==> src/rtl/ict_pkg.sv <==
package ict_pkg;
  localparam int DW = 32;

  // control word bit positions
  localparam int CTL_EN      = 0;
  localparam int CTL_DOWN    = 1;
  localparam int CTL_FALL    = 2;
  localparam int CTL_AUTO    = 3;
  localparam int CTL_DIV_LSB = 8;

  // status word bit positions
  localparam int ST_CAP  = 0;
  localparam int ST_OVR  = 1;
  localparam int ST_WRAP = 2;

  typedef enum logic [1:0] {
    SEL_CTRL  = 2'd0,
    SEL_STAT  = 2'd1,
    SEL_COUNT = 2'd2,
    SEL_CAPT  = 2'd3
  } reg_sel_e;

  function automatic logic [DW-1:0] width_mask(input int w);
    logic [DW-1:0] m;
    m = '0;
    for (int i = 0; i < DW; i++) begin
      if (i < w) m[i] = 1'b1;
    end
    return m;
  endfunction

  // one counter step in the chosen direction, wrapped to w bits
  function automatic logic [DW-1:0] step_count(input logic [DW-1:0] c,
                                                input logic dn, input int w);
    logic [DW-1:0] r;
    r = dn ? (c - 32'd1) : (c + 32'd1);
    return r & width_mask(w);
  endfunction

  // true when the next step in the chosen direction wraps
  function automatic logic at_limit(input logic [DW-1:0] c,
                                    input logic dn, input int w);
    return dn ? (c == '0) : (c == width_mask(w));
  endfunction

  function automatic logic edge_match(input logic now_v, input logic before_v,
                                      input logic fall);
    return fall ? (before_v & ~now_v) : (now_v & ~before_v);
  endfunction
endpackage

==> src/rtl/ict_sync_edge.sv <==
module ict_sync_edge #(
  parameter int STAGES = 2
) (
  input  logic clk,
  input  logic rst_n,
  input  logic pin,
  input  logic fall,
  output logic edge_hit
);
  import ict_pkg::*;

  localparam int TOP = STAGES - 1;

  logic [STAGES-1:0] chain;
  logic              prev;

  generate
    if (STAGES > 1) begin : g_multi
      always_ff @(posedge clk or negedge rst_n) begin
        if (!rst_n) chain <= '0;
        else        chain <= {chain[STAGES-2:0], pin};
      end
    end else begin : g_single
      always_ff @(posedge clk or negedge rst_n) begin
        if (!rst_n) chain <= '0;
        else        chain <= pin;
      end
    end
  endgenerate

  always_ff @(posedge clk or negedge rst_n) begin
    if (!rst_n) prev <= 1'b0;
    else        prev <= chain[TOP];
  end

  assign edge_hit = edge_match(chain[TOP], prev, fall);
endmodule

==> src/rtl/ict_prescaler.sv <==
module ict_prescaler #(
  parameter int DIV_W = 4
) (
  input  logic             clk,
  input  logic             rst_n,
  input  logic             en,
  input  logic             restart,
  input  logic [DIV_W-1:0] div,
  output logic             tick
);
  logic [DIV_W-1:0] phase;

  assign tick = en && !restart && (phase == div);

  always_ff @(posedge clk or negedge rst_n) begin
    if (!rst_n)                 phase <= '0;
    else if (restart || !en)    phase <= '0;
    else if (phase == div)      phase <= '0;
    else                        phase <= phase + 1'b1;
  end
endmodule

==> src/rtl/ict_counter.sv <==
module ict_counter #(
  parameter int CNT_W = 16
) (
  input  logic             clk,
  input  logic             rst_n,
  input  logic             tick,
  input  logic             down,
  input  logic             clear,
  output logic [CNT_W-1:0] count,
  output logic             wrap_evt
);
  import ict_pkg::*;

  logic [DW-1:0]    cur_full;
  logic [DW-1:0]    nxt_full;
  logic [CNT_W-1:0] nxt;
  logic             unused_hi;

  assign cur_full  = DW'(count);
  assign nxt_full  = step_count(cur_full, down, CNT_W);
  assign nxt       = nxt_full[CNT_W-1:0];
  assign unused_hi = ^nxt_full;
  assign wrap_evt  = tick && !clear && at_limit(cur_full, down, CNT_W);

  always_ff @(posedge clk or negedge rst_n) begin
    if (!rst_n)     count <= '0;
    else if (clear) count <= '0;
    else if (tick)  count <= nxt;
  end
endmodule

==> src/rtl/ict_capture_timer.sv <==
module ict_capture_timer #(
  parameter int CNT_W       = 16,
  parameter int DIV_W       = 4,
  parameter int SYNC_STAGES = 2
) (
  input  logic        clk,
  input  logic        rst_n,
  input  logic        cap_in,
  input  logic        reg_we,
  input  logic [1:0]  reg_addr,
  input  logic [31:0] reg_wdata,
  output logic [31:0] reg_rdata,
  output logic        cap_pulse,
  output logic        irq
);
  import ict_pkg::*;

  localparam int CTL_TOP = CTL_DIV_LSB + DIV_W;

  // control fields
  logic             ctl_en, ctl_down, ctl_fall, ctl_auto;
  logic [DIV_W-1:0] ctl_div;

  // named internal events
  logic             cap_evt;
  logic             tick;
  logic             restart;
  logic             wrap_evt;
  logic [CNT_W-1:0] cnt_q;
  logic [CNT_W-1:0] cap_q;
  logic             flag_cap, flag_ovr, flag_wrap;
  logic             cap_pulse_q;

  logic             wr_ctrl, wr_stat;
  logic [2:0]       clr;
  reg_sel_e         sel;
  logic             unused_wdata;

  assign sel          = reg_sel_e'(reg_addr);
  assign wr_ctrl      = reg_we && (sel == SEL_CTRL);
  assign wr_stat      = reg_we && (sel == SEL_STAT);
  assign clr          = wr_stat ? reg_wdata[2:0] : 3'b000;
  assign restart      = cap_evt && ctl_auto;
  assign unused_wdata = ^{reg_wdata[31:CTL_TOP], reg_wdata[CTL_DIV_LSB-1:4]};

  ict_sync_edge #(.STAGES(SYNC_STAGES)) u_edge (
    .clk      (clk),
    .rst_n    (rst_n),
    .pin      (cap_in),
    .fall     (ctl_fall),
    .edge_hit (cap_evt)
  );

  ict_prescaler #(.DIV_W(DIV_W)) u_psc (
    .clk     (clk),
    .rst_n   (rst_n),
    .en      (ctl_en),
    .restart (restart),
    .div     (ctl_div),
    .tick    (tick)
  );

  ict_counter #(.CNT_W(CNT_W)) u_cnt (
    .clk      (clk),
    .rst_n    (rst_n),
    .tick     (tick),
    .down     (ctl_down),
    .clear    (restart),
    .count    (cnt_q),
    .wrap_evt (wrap_evt)
  );

  // control register
  always_ff @(posedge clk or negedge rst_n) begin
    if (!rst_n) begin
      ctl_en   <= 1'b0;
      ctl_down <= 1'b0;
      ctl_fall <= 1'b0;
      ctl_auto <= 1'b0;
      ctl_div  <= '0;
    end else if (wr_ctrl) begin
      ctl_en   <= reg_wdata[CTL_EN];
      ctl_down <= reg_wdata[CTL_DOWN];
      ctl_fall <= reg_wdata[CTL_FALL];
      ctl_auto <= reg_wdata[CTL_AUTO];
      ctl_div  <= reg_wdata[CTL_DIV_LSB +: DIV_W];
    end
  end

  // capture latch and event pulse
  always_ff @(posedge clk or negedge rst_n) begin
    if (!rst_n) begin
      cap_q       <= '0;
      cap_pulse_q <= 1'b0;
    end else begin
      cap_pulse_q <= cap_evt;
      if (cap_evt) cap_q <= cnt_q;
    end
  end

  // sticky flags: a new event wins over a write-1 clear
  always_ff @(posedge clk or negedge rst_n) begin
    if (!rst_n) begin
      flag_cap  <= 1'b0;
      flag_ovr  <= 1'b0;
      flag_wrap <= 1'b0;
    end else begin
      flag_cap  <= cap_evt | (flag_cap & ~clr[ST_CAP]);
      flag_ovr  <= (cap_evt & flag_cap) | (flag_ovr & ~clr[ST_OVR]);
      flag_wrap <= wrap_evt | (flag_wrap & ~clr[ST_WRAP]);
    end
  end

  // register readback
  always_comb begin
    reg_rdata = '0;
    unique case (sel)
      SEL_CTRL: begin
        reg_rdata[CTL_EN]                  = ctl_en;
        reg_rdata[CTL_DOWN]                = ctl_down;
        reg_rdata[CTL_FALL]                = ctl_fall;
        reg_rdata[CTL_AUTO]                = ctl_auto;
        reg_rdata[CTL_DIV_LSB +: DIV_W]    = ctl_div;
      end
      SEL_STAT: begin
        reg_rdata[ST_CAP]  = flag_cap;
        reg_rdata[ST_OVR]  = flag_ovr;
        reg_rdata[ST_WRAP] = flag_wrap;
      end
      SEL_COUNT: reg_rdata[CNT_W-1:0] = cnt_q;
      SEL_CAPT:  reg_rdata[CNT_W-1:0] = cap_q;
      default:   reg_rdata = '0;
    endcase
  end

  assign cap_pulse = cap_pulse_q;
  assign irq       = flag_cap;
endmodule

==> config.mk <==
export PLATFORM = sky130hd
export DESIGN_NAME = ict_capture_timer
export DESIGN_NICKNAME = d
export VERILOG_FILES = /design/src/rtl/ict_pkg.sv /design/src/rtl/ict_sync_edge.sv /design/src/rtl/ict_prescaler.sv /design/src/rtl/ict_counter.sv /design/src/rtl/ict_capture_timer.sv
export SDC_FILE = /design/constraint.sdc
export NUM_CORES = 1
export LEC_CHECK = 0
export BUFFER_PORTS_ARGS = -buffer_cell sky130_fd_sc_hd__buf_2
export CAP_MARGIN = 10
export CORE_AREA = 2 2 78 117
export CTS_CLUSTER_DIAMETER = 200
export DETAILED_ROUTE_END_ITERATION = 10
export DIE_AREA = 0 0 80 119
export MAX_ROUTING_LAYER = met4
export RECOVER_POWER = 25
export SLEW_MARGIN = 20
export SYNTH_ARGS = -nofsm -noshare
export SYNTH_HDL_FRONTEND = slang
export SYNTH_SLANG_ARGS = --single-unit
==> constraint.sdc <==
create_clock -name clk -period 5.5 [get_ports clk]
set_clock_uncertainty 0.1 [all_clocks]
set_input_delay 1.1 -clock clk [delete_from_list [all_inputs] [get_ports clk]]
set_output_delay 1.1 -clock clk [all_outputs]
set_load 0.005 [all_outputs]
==> run_summary.xml <==
<?xml version="1.0" encoding="UTF-8"?>
<metrics>
  <group name="global_routing">
    <metric name="global_route_wire_length_before_repair" unit="um">12200</metric>
    <metric name="grt_util_all_layers" unit="">0.167</metric>
    <metric name="initial_antenna_violation_count" unit="">0</metric>
    <metric name="grt_overflow_total" unit="">0</metric>
    <metric name="first_global_vias" unit="">2403</metric>
    <metric name="maximum_number_of_pins_on_one_net_before_global_route_repair" unit="">52</metric>
  </group>
  <group name="floorplan">
    <metric name="std_cell_rows" unit="">42</metric>
    <metric name="fp.dieArea" unit="sq um">9520</metric>
    <metric name="core_area" unit="sq um">8620</metric>
    <metric name="floorplan.io_pins" unit="">72</metric>
    <metric name="floorplan.die.width" unit="um">80</metric>
    <metric name="floorplan.die.height" unit="um">119</metric>
    <metric name="floorplan.initialDensity" unit="">0.386</metric>
  </group>
  <group name="synth">
    <metric name="synth-warning-count" unit="">0</metric>
    <metric name="netlist.area_leader.share" unit="">0.383</metric>
    <metric name="syn_inst" unit="">320</metric>
    <metric name="post-synth-top-count-cell" unit="">sky130_fd_sc_hd__dfrtp_1</metric>
    <metric name="area_of_the_mapped_netlist" unit="sq um">3330</metric>
    <metric name="synth_common_cells" unit="">sky130_fd_sc_hd__dfrtp_1, sky130_fd_sc_hd__nand2_1, sky130_fd_sc_hd__mux2_2, sky130_fd_sc_hd__a21oi_1, sky130_fd_sc_hd__buf_4</metric>
    <metric name="number_of_unique_standard_cell_types_used_by_synthesis" unit="">60</metric>
    <metric name="synth.yosys.seq_area_share" unit="">0.383</metric>
    <metric name="ys_dominant_reg_cell" unit="">sky130_fd_sc_hd__dfrtp_1</metric>
    <metric name="post_synth_edffs" unit="">0</metric>
    <metric name="postSynth.asyncResetShare" unit="">1.00</metric>
    <metric name="synthesis.area_per_instance" unit="sq um">10.4</metric>
    <metric name="largest_cells_by_area_after_synthesis" unit="">sky130_fd_sc_hd__dfrtp_1, sky130_fd_sc_hd__mux2_2, sky130_fd_sc_hd__ha_1, sky130_fd_sc_hd__nand2_1, sky130_fd_sc_hd__buf_4</metric>
    <metric name="synth_largest_area_cell" unit="">sky130_fd_sc_hd__dfrtp_1</metric>
    <metric name="synth.ff_latch_count" unit="">51</metric>
  </group>
  <group name="route">
    <metric name="drc" unit="">0</metric>
    <metric name="routed_via_density" unit="">5.45</metric>
    <metric name="drt_first_iter_violations" unit="">104</metric>
    <metric name="route.vias.total" unit="">2479</metric>
    <metric name="drt_wl_total" unit="um">7410</metric>
    <metric name="post_drt_wl_per_cell" unit="um">16.3</metric>
    <metric name="drt.antenna.violating_nets" unit="">0</metric>
    <metric name="drt-pass1-iter-count" unit="">4</metric>
  </group>
  <group name="layout">
    <metric name="synthToLayoutAreaGrowth" unit="%">9.21</metric>
    <metric name="antenna-diode-count" unit="">0</metric>
    <metric name="post-route-cell-area" unit="sq um">3630</metric>
    <metric name="final_net_count" unit="">398</metric>
    <metric name="final.fill_count" unit="">829</metric>
    <metric name="fin_cells" unit="">455</metric>
    <metric name="layout_cells_sized_above_1" unit="">0.249</metric>
  </group>
  <group name="place">
    <metric name="post-dp-hpwl" unit="um">5430</metric>
    <metric name="place.detailed.instances" unit="">447</metric>
    <metric name="placedInstanceArea" unit="sq um">3480</metric>
    <metric name="buffer_ports.inserted" unit="">31</metric>
    <metric name="place.gp.congestion" unit="">0.879</metric>
  </group>
  <group name="power">
    <metric name="power_leakage" unit="nW">1.65</metric>
    <metric name="ir_worst_vdd" unit="mV">0.217</metric>
    <metric name="power.density_cell_area" unit="nW/um^2">465</metric>
    <metric name="totalPowerFinal" unit="mW">1.69</metric>
  </group>
  <group name="clocking">
    <metric name="clk_path_buf_depth" unit="">2</metric>
    <metric name="clock_insertion_delay_worst_skew" unit="ns">0.29</metric>
    <metric name="cts.sinks" unit="">51</metric>
    <metric name="cts.repair.resized" unit="">0</metric>
    <metric name="clock_transition_at_path_regs" unit="ns">0.07</metric>
    <metric name="tritoncts_clock_tree" unit="">done</metric>
    <metric name="hold_buffers" unit="">0</metric>
    <metric name="postCtsSetupBuffers" unit="">0</metric>
    <metric name="cts-root-buf" unit="">sky130_fd_sc_hd__clkbuf_16</metric>
    <metric name="h-tree-depth" unit="">2</metric>
    <metric name="number_of_buffers_added_by_the_clock_tree_synthesis_step" unit="">5</metric>
  </group>
  <group name="timing">
    <metric name="final_max_slew_viol_count" unit="">52</metric>
    <metric name="totalNegativeSetupSlack" unit="ns">0</metric>
    <metric name="final_min_period_over_clock_period" unit="">0.635</metric>
    <metric name="grt_setup_unrepaired" unit="">no</metric>
    <metric name="slew_headroom" unit="">-0.827</metric>
    <metric name="setup-violations-final" unit="">0</metric>
    <metric name="holdWs" unit="ns">0.254</metric>
    <metric name="layout_min_cycle_time" unit="ns">3.49</metric>
    <metric name="clock.fmax" unit="GHz">0.286</metric>
    <metric name="final_hold_viols" unit="">0</metric>
    <metric name="transition_time_of_the_tightest_slew_check_pin" unit="ns">2.74</metric>
  </group>
  <group name="worst_setup_path">
    <metric name="critPathMaxFanout" unit="">19</metric>
    <metric name="start_kind" unit="">input port</metric>
    <metric name="worstPathArrival" unit="ns">2.29</metric>
    <metric name="end_kind" unit="">output pin</metric>
    <metric name="worst_ep_required_time" unit="ns">4.30</metric>
    <metric name="timing.setup.critical_path_class" unit="">input port to output pin</metric>
  </group>
  <group name="outcome">
    <metric name="failing_checks" unit="">capacitance limit, slew limit</metric>
    <metric name="outcome" unit="">complete, but fails checks</metric>
  </group>
  <group name="hold_path">
    <metric name="min-delay-path-class" unit="">register to register</metric>
  </group>
  <group name="flow_run">
    <metric name="drv.max_cap_violation_count" unit="">1</metric>
  </group>
</metrics>
==> flip-flops by register name, indices dropped and copies added, names as in the netlist <==
signal        cells
cap_q            16
u_cnt.count      16
ctl_div           4
u_psc.phase       4
u_edge.chain      2
cap_pulse         1
ctl_auto          1
ctl_down          1
ctl_en            1
ctl_fall          1
flag_ovr          1
flag_wrap         1
irq               1
u_edge.prev       1
==> logic make-up after synthesis <==
family | share of synthesized area
xor gates and xnor gates | 0.0342
and+or+nand+nor | 0.165
AOI/OAI and AO/OA | 0.140
muxes | 0.150
DFF | 0.383
adders and majority gates | 0.0624
other | 0.00113
buffers and inverters | 0.0643
==> worst max-delay path, stage by stage <==
cell                     delay [ns]
sky130_fd_sc_hd__buf_2         0.43
sky130_fd_sc_hd__mux4_1        0.62
sky130_fd_sc_hd__buf_2         0.14
==> report_power, final <==
part	internal (mW)	leakage [nW]	switching (mW)
Combinational	0.339	0.918	0.373
Clock	0.194	0.0761	0.140
Sequential	0.495	0.660	0.152
Total	1.03	1.65	0.665
==> cells in the final DEF (no fill, tap or decap), drive strengths merged, types with 7 or more instances in the layout <==
cell    Yosys  routed
mux2       29      29
conb        1      16
mux2i      10      10
o21ai      11      11
xnor2       7       7
dfrtp      51      51
a21oi      23      23
nand4       7       7
nand2      34      34
ha         15      15
clkbuf      5       8
nor3        7       7
buf        25      31
nor2       15      15
nor2b       8       8
==> through the flow <==
stage,setup slack (ns),utilization
6_report,2.01,0.422
5_1_grt,1.48,0.422
4_1_cts,1.99,0.422
3_5_place_dp,1.98,0.404
3_3_place_gp,2.01,0.404
2_1_floorplan,2.36,-
==> final cells by class <==
type,instances,area [sq um],area share
inverter,1,3.75,0.00103
sequential,51,1280,0.351
clock buffer,7,153,0.0420
tap,110,138,0.0379
timing repair buffer,32,159,0.0437
multi-input combinational,253,1900,0.522
clock inverter,1,7.51,0.00207
==> metal layers <==
layer	vias to the layer above	share of wire	global-route usage	wire length, um
li1	1186	-	-	-
met1	1219	0.42	0.196	3110
met2	62	0.53	0.296	3930
met3	12	0.026	0.0136	194
met4	0	0.023	0.0583	172
met5	-	0	-	0
==> worst paths after layout <==
path	startpoint	endpoint	slack [ns]	cells past startpoint
setup / recovery	reg_addr[0]	reg_rdata[0]	2.01	3
hold / removal	u_edge.chain[0]	u_edge.chain[1]	0.25	0
setup reg to reg	ctl_down	u_cnt.count[14]	2.58	7
hold reg to reg	u_edge.chain[0]	u_edge.chain[1]	0.25	0
max in group asynchronous	rst_n	u_cnt.count[5]	2.08	2
min in group asynchronous	rst_n	u_edge.chain[1]	1.67	2
(Power assumes the default switching activity.)
